### config.mk
export PLATFORM = sky130hd
export DESIGN_NAME = frac_mul16
export DESIGN_NICKNAME = d
export VERILOG_FILES = /design/src/rtl/frac_mul16.sv
export SDC_FILE = /design/constraint.sdc
export NUM_CORES = 1
export LEC_CHECK = 0
export CORE_MARGIN = 4
export CORE_UTILIZATION = 65
export DETAILED_ROUTE_END_ITERATION = 10
export DONT_BUFFER_PORTS = 1
export GPL_ROUTABILITY_DRIVEN = 0
export GPL_TIMING_DRIVEN = 0
export MAX_ROUTING_LAYER = met4
export PLACE_DENSITY_LB_ADDON = 0.3
export SLEW_MARGIN = 0
export SYNTH_ARGS = -nofsm -noshare
export SYNTH_HDL_FRONTEND = slang
export SYNTH_SLANG_ARGS = --single-unit
### constraint.sdc
create_clock -name clk -period 25.5 [get_ports clk]
set_input_delay 5.1 -clock clk [delete_from_list [all_inputs] [get_ports clk]]
set_output_delay 5.1 -clock clk [all_outputs]
set_load 0.03 [all_outputs]
### src/rtl/frac_mul16.sv
module frac_mul16 #(
  parameter int HALF_W = 16,
  parameter int MODE_W = 4
) (
  input  logic                  clk,
  input  logic                  rst_n,
  input  logic                  in_valid,
  input  logic [2*HALF_W-1:0]   src_a,
  input  logic [2*HALF_W-1:0]   src_b,
  input  logic                  sel_a_hi,
  input  logic                  sel_b_hi,
  input  logic [MODE_W-1:0]     mode,
  input  logic                  mixed,
  output logic                  out_valid,
  output logic [4*HALF_W-1:0]   product,
  output logic                  illegal
);

  localparam int WORD_W = 2 * HALF_W;
  localparam int PROD_W = 4 * HALF_W;

  localparam logic [MODE_W-1:0] MD_FRAC    = MODE_W'(0);
  localparam logic [MODE_W-1:0] MD_FRAC_U  = MODE_W'(1);
  localparam logic [MODE_W-1:0] MD_INT_S   = MODE_W'(2);
  localparam logic [MODE_W-1:0] MD_INT_U   = MODE_W'(3);
  localparam logic [MODE_W-1:0] MD_TRUNC   = MODE_W'(4);
  localparam logic [MODE_W-1:0] MD_TRUNC_U = MODE_W'(5);
  localparam logic [MODE_W-1:0] MD_RND2    = MODE_W'(6);
  localparam logic [MODE_W-1:0] MD_INT_S2  = MODE_W'(7);
  localparam logic [MODE_W-1:0] MD_INT_HI  = MODE_W'(8);

  localparam logic [WORD_W-1:0] OVF_RAW = WORD_W'(1) << (WORD_W - 2);
  localparam logic [WORD_W-1:0] POS_MAX = {1'b0, {(WORD_W-1){1'b1}}};

  logic              sgn_mode, frac_mode, sext_mode, bad_mode;
  logic [HALF_W-1:0] half_a, half_b;
  logic              ext_a, ext_b;
  logic [WORD_W-1:0] wide_a, wide_b, raw, adj;
  logic [PROD_W-1:0] ext_prod;

  always_comb begin
    sgn_mode  = 1'b0;
    frac_mode = 1'b0;
    sext_mode = 1'b0;
    bad_mode  = 1'b0;
    case (mode)
      MD_FRAC, MD_TRUNC, MD_RND2: begin
        sgn_mode  = 1'b1;
        frac_mode = 1'b1;
        sext_mode = 1'b1;
      end
      MD_INT_S, MD_INT_S2, MD_INT_HI: begin
        sgn_mode  = 1'b1;
        sext_mode = 1'b1;
      end
      MD_FRAC_U, MD_INT_U, MD_TRUNC_U: ;
      default: bad_mode = 1'b1;
    endcase
  end

  assign half_a = sel_a_hi ? src_a[WORD_W-1 -: HALF_W] : src_a[HALF_W-1:0];
  assign half_b = sel_b_hi ? src_b[WORD_W-1 -: HALF_W] : src_b[HALF_W-1:0];

  assign ext_a = (sgn_mode | mixed) & half_a[HALF_W-1];
  assign ext_b = (sgn_mode & ~mixed) & half_b[HALF_W-1];

  assign wide_a = {{HALF_W{ext_a}}, half_a};
  assign wide_b = {{HALF_W{ext_b}}, half_b};
  assign raw    = wide_a * wide_b;

  assign adj = !frac_mode       ? raw :
               (raw == OVF_RAW) ? POS_MAX : (raw << 1);

  assign ext_prod = bad_mode  ? '0 :
                    sext_mode ? {{WORD_W{adj[WORD_W-1]}}, adj} :
                                {{WORD_W{1'b0}}, adj};

  always_ff @(posedge clk) begin
    if (!rst_n) begin
      out_valid <= 1'b0;
      product   <= '0;
      illegal   <= 1'b0;
    end else begin
      out_valid <= in_valid;
      if (in_valid) begin
        product <= ext_prod;
        illegal <= bad_mode;
      end
    end
  end

  AST_VALID_FOLLOWS: assert property (@(posedge clk) disable iff (!rst_n) in_valid |=> out_valid);
  AST_VALID_IDLE: assert property (@(posedge clk) disable iff (!rst_n) !in_valid |=> !out_valid);
  AST_HOLD_IDLE: assert property (@(posedge clk) disable iff (!rst_n) !in_valid |=> ($stable(product) && $stable(illegal)));
  AST_ILLEGAL_ZERO: assert property (@(posedge clk) disable iff (!rst_n) illegal |-> (product == '0));
  AST_ZERO_EXT: assert property (@(posedge clk) disable iff (!rst_n)
    (out_valid && ($past(mode) == MD_FRAC_U || $past(mode) == MD_INT_U || $past(mode) == MD_TRUNC_U))
      |-> (product[PROD_W-1:WORD_W] == '0));
  AST_SIGN_EXT: assert property (@(posedge clk) disable iff (!rst_n)
    (out_valid && !illegal) |-> (product[PROD_W-1:WORD_W] == '0 || product[PROD_W-1:WORD_W] == '1));
  AST_FRAC_EVEN: assert property (@(posedge clk) disable iff (!rst_n)
    (out_valid && ($past(mode) == MD_FRAC || $past(mode) == MD_TRUNC || $past(mode) == MD_RND2)
      && product[WORD_W-1:0] != POS_MAX) |-> !product[0]);

endmodule

Yosys cells after proc, flatten, opt, wreduce, memory -nomap -nowiden
Index checks and enable logic that the tools add are counted.
{"block": "word_totals", "ff_bits": 66, "input_bits": 74, "output_inout_bits": 66, "elab_cells": 31}
{"block": "classes", "n_mul": 1, "eq_ne": 9, "muxes": 9, "bitwise_logic": 5, "n_reduce_logical": 4}
{"operator": "$mux 64", "n": 2}
{"operator": "$mux 32", "n": 2}
{"operator": "$eq 32x31->1 const B", "n": 1}
{"operator": "$mul 17x17->32", "n": 1}
{"operator": "$mux 16", "n": 2}
{"operator": "$eq 4x3->1 const B", "n": 4}
{"operator": "$reduce_or 9->1", "n": 1}
{"operator": "$eq 4x2->1 const B", "n": 2}
{"operator": "$reduce_or 6->1", "n": 1}
{"operator": "$eq 4x1->1 const B", "n": 1}
{"operator": "$eq 4x4->1 const B", "n": 1}
{"operator": "$logic_not 4->1", "n": 1}
{"operator": "$and 1x1->1", "n": 3}
{"operator": "$mux 1", "n": 3}
{"operator": "$reduce_or 3->1", "n": 1}
{"operator": "$not 1->1", "n": 1}
{"operator": "$or 1x1->1", "n": 1}

Depth between registers and ports, before layout
{"block": "depth", "ltp_word": 11, "ltp_mapped": 30, "ltp_nobuf": 26}

Worst setup path before layout
Ideal clock, no wire load.
{"block": "synth_path", "kind": "input to register", "from": "input port sel_b_hi", "to": "register product[10]", "setup_time_ns": 0.074, "arrival_time_ns": 12.566, "required_ns": 25.426, "setup_slack_ns": 12.859, "stages": 24, "path_buffers": 4, "cell_sequence": "clkbuf_1 clkbuf_1 buf_1 mux2_2 nand2_1 inv_1 fa_1 inv_1 fa_1 inv_1 fa_1 fa_1 fa_1 fa_1 ha_1 a21o_1 a21o_1 a221oi_1 o21ai_1 a2111o_1 o311ai_2 nand3_2 buf_6 a31oi_2"}
{"block": "synth_between", "elab_chain_cells": 8}
{"element": "from (decl)", "line_no": "11", "source": "input logic sel_b_hi,"}
{"element": "$mux 16 *", "line_no": "62", "source": "assign half_b = sel_b_hi ? src_b[WORD_W-1 -: HALF_W] : src_b[HALF_W-1:0];"}
{"element": "$and 1x1->1", "line_no": "65", "source": "assign ext_b = (sgn_mode & ~mixed) & half_b[HALF_W-1];"}
{"element": "$mul 17x17->32 *", "line_no": "69", "source": "assign raw = wide_a * wide_b;"}
{"element": "$eq 32x31->1", "line_no": "72", "source": "(raw == OVF_RAW) ? POS_MAX : (raw << 1);"}
{"element": "$mux 32", "line_no": "72"}
{"element": "$mux 32 *", "line_no": "71", "source": "assign adj = !frac_mode ? raw :"}
{"element": "$mux 64 *", "line_no": "75", "source": "sext_mode ? {{WORD_W{adj[WORD_W-1]}}, adj} :"}
{"element": "$mux 64 *", "line_no": "74", "source": "assign ext_prod = bad_mode ? '0 :"}
{"element": "to (signal assigned)", "line_no": "86", "source": "product <= ext_prod;"}
{"element": "to (decl)", "line_no": "15", "source": "output logic [4*HALF_W-1:0] product,"}
Mark *: on every way between the ends. The rest lies on a longest branch, timed or not.
A chain may end at the register's enable or synchronous reset.

Final worst setup path
{"block": "layout_path", "from": "input port sel_b_hi", "to": "register product[24]"}
The elaborated chain is that of the path after synthesis.

==> reports/results.ini <==
[timing]
worst_pin_slew_ns = 1.21
finalCritPeriodShare_pct = 55.7
rsz0062_at_grt = no
maxSlewHeadroom_pct = 17.1
period_minus_slack_ns = 14.19
finalHoldViolCount = 0
slew_violations = 0
timing.setup.tns_ns = 0
max_freq_mhz = 70.5
fin_worst_skew_ns = 0
finalSetupViolCount = 0

[floorplanning]
die_y_um = 150
floorplan.initialDensity_pct = 66.9
core_um2 = 19700
fp.dieW_um = 150
io_pins = 140
fp-row-count = 51
die_area_um2 = 22600

[global_routing]
antenna_found_initial = 0
grt_pass1_wl_um = 58200
grt_max_degree = 34
grt_pass1_vias = 11500
grt_usage_pct = 33.6
gr-total-overflow = 0

[synthesis]
yosysTopAreaCell = fa_1
synth_edf_count = 0
ys_types = 63
seq_area_frac_synth_pct = 5.33
synth_fp_nets = 1962
syn_area_um2 = 13200
synthCells = 1524
synth-main-ff-cell = dfxtp_1
ys_top_cells_by_area = fa_1, inv_1, ha_1
ys_seq_elements = 35
synth_top_area_share_pct = 42.9
avgSynthCellArea_um2 = 8.63
yosys_warnings = 0
async_reset_ff_share_pct = 0

[clocking]
cts_tree = yes
clock_path_buffers = 2
cts_resized = 0
cts_root_buf = clkbuf_16
cts_buffers = 5
cts_htree_levels = 2
clock_sinks = 35
clkTransAtPathRegs_ns = 0.06
clock_latency_ns = 0.28
cts_hold_buf = 0
post_cts.repair.setup_buffers = 0

[detailed_routing]
initialDrtViolationCount = 989
via_per_inst = 6.04
first_pass_iters = 5
wirelength_um = 34700
remaining_drc_errors = 0
num_vias = 10800
drtAntennaViolNets = 0
wire_per_inst_um = 19.3

[cells_and_area]
fill_cells = 1628
stdcell_area_um2 = 13600
drive_gt1_share_pct = 6.34
syn_to_final_growth_pct = 3.61
fin_nets = 1969
final_common_cell = inv_1
mostFrequentLayoutCells = inv_1, fa_1, nand2_1
num_antenna_cells = 0

[hold_path]
hold_path.class = flop to flop
min_path_cells = 2

[setup_path]
critPathRequiredTime_ns = 25.70
path_depth = 26
critical_path_class = input port to flop
crit_buf_inv = 9
arrival_ns = 14.39
startpoint_type = input port
critPathCaptureType = flop
path_delay_family = adder cells
cp_max_fo = 10
crit_top_cell = fa_1
slowest_stage = mux2i_1
cpPeakStageDelay_ns = 0.81
rr_worst_depth = 2

[placed_design]
dp_hpwl_um = 30100
io_buffers = 0
place_area_um2 = 13500

[outcome]
status = finished clean

[job]
maxCapViolations = 0

## layout make-up
type                            instances  area [um2]  area share, %
Buffer                                 81         437           3.20
Clock buffer                            6         139           1.02
Clock inverter                          1        5.00         0.0367
Inverter                              302        1130           8.32
Multi-Input combinational cell       1106       10900           79.9
Sequential cell                        35         701           5.14
Tap cell                              265         332           2.43
## synthesized netlist by cell type (11+ instances only)
cell      count
inv_1       302
fa_1        282
nand2_1     175
nor2_1      162
a21oi_1      95
ha_1         82
clkbuf_1     44
dfxtp_1      35
buf_4        31
mux2i_1      30
o21ai_0      28
mux2_2       27
xnor2_1      20
a31oi_1      14
nand3_1      12
o21ai_1      12
nor3_1       11
## worst reg2reg max path: stages (launching register included)
cell and delay [ns]:
dfxtp_1 1.12, nand2_1 0.10, o21ai_0 0.11
## registers in the layout (all words and copies together), names as in the netlist
signal	flops
product	33
illegal	1
out_valid	1
## logic make-up after synthesis
logic type	Yosys count	share of synthesized area (%)
AOI/OAI and AO/OA	245	12.4
xor gates and xnor gates	27	1.80
adders and majority gates	364	50.7
buffers and inverters	383	11.9
DFF	35	5.33
muxes	57	4.59
and+or+nand+nor	413	13.3
## through the flow
stage / hold slack [ns] / worst slack (ns) / std cells / util [%]
2_1_floorplan: 0.577 / 12.86 / 1524 / -
6_report: 0.622 / 11.31 / 1796 / 69.4
4_1_cts: 0.624 / 11.43 / 1796 / 69.4
3_5_place_dp: 0.612 / 11.18 / 1789 / 68.6
5_1_grt: 0.647 / 10.79 / 1796 / 69.4
3_3_place_gp: 0.604 / 11.33 / 1789 / 68.6
## layer usage
metal,GRT usage (%),share of wire [%]
met5,-,0
met4,13.4,4.8
met3,6.98,11
met1,44.3,38
met2,51.6,46
## worst paths after layout
check                                           endpoint                     start  slack (ns)
worst max register to register  product[62]$_SDFFE_PN0P_  product[62]$_SDFFE_PN0P_       24.10
worst min-delay path             product[5]$_SDFFE_PN0P_   product[5]$_SDFFE_PN0P_        0.62
worst max-delay path            product[24]$_SDFFE_PN0P_                  sel_b_hi       11.31
worst min register to register   product[5]$_SDFFE_PN0P_   product[5]$_SDFFE_PN0P_        0.62
Power is left out: the tool's default activity adds up to more than one toggle a clock period on the data nets, which glitch-free logic cannot reach.
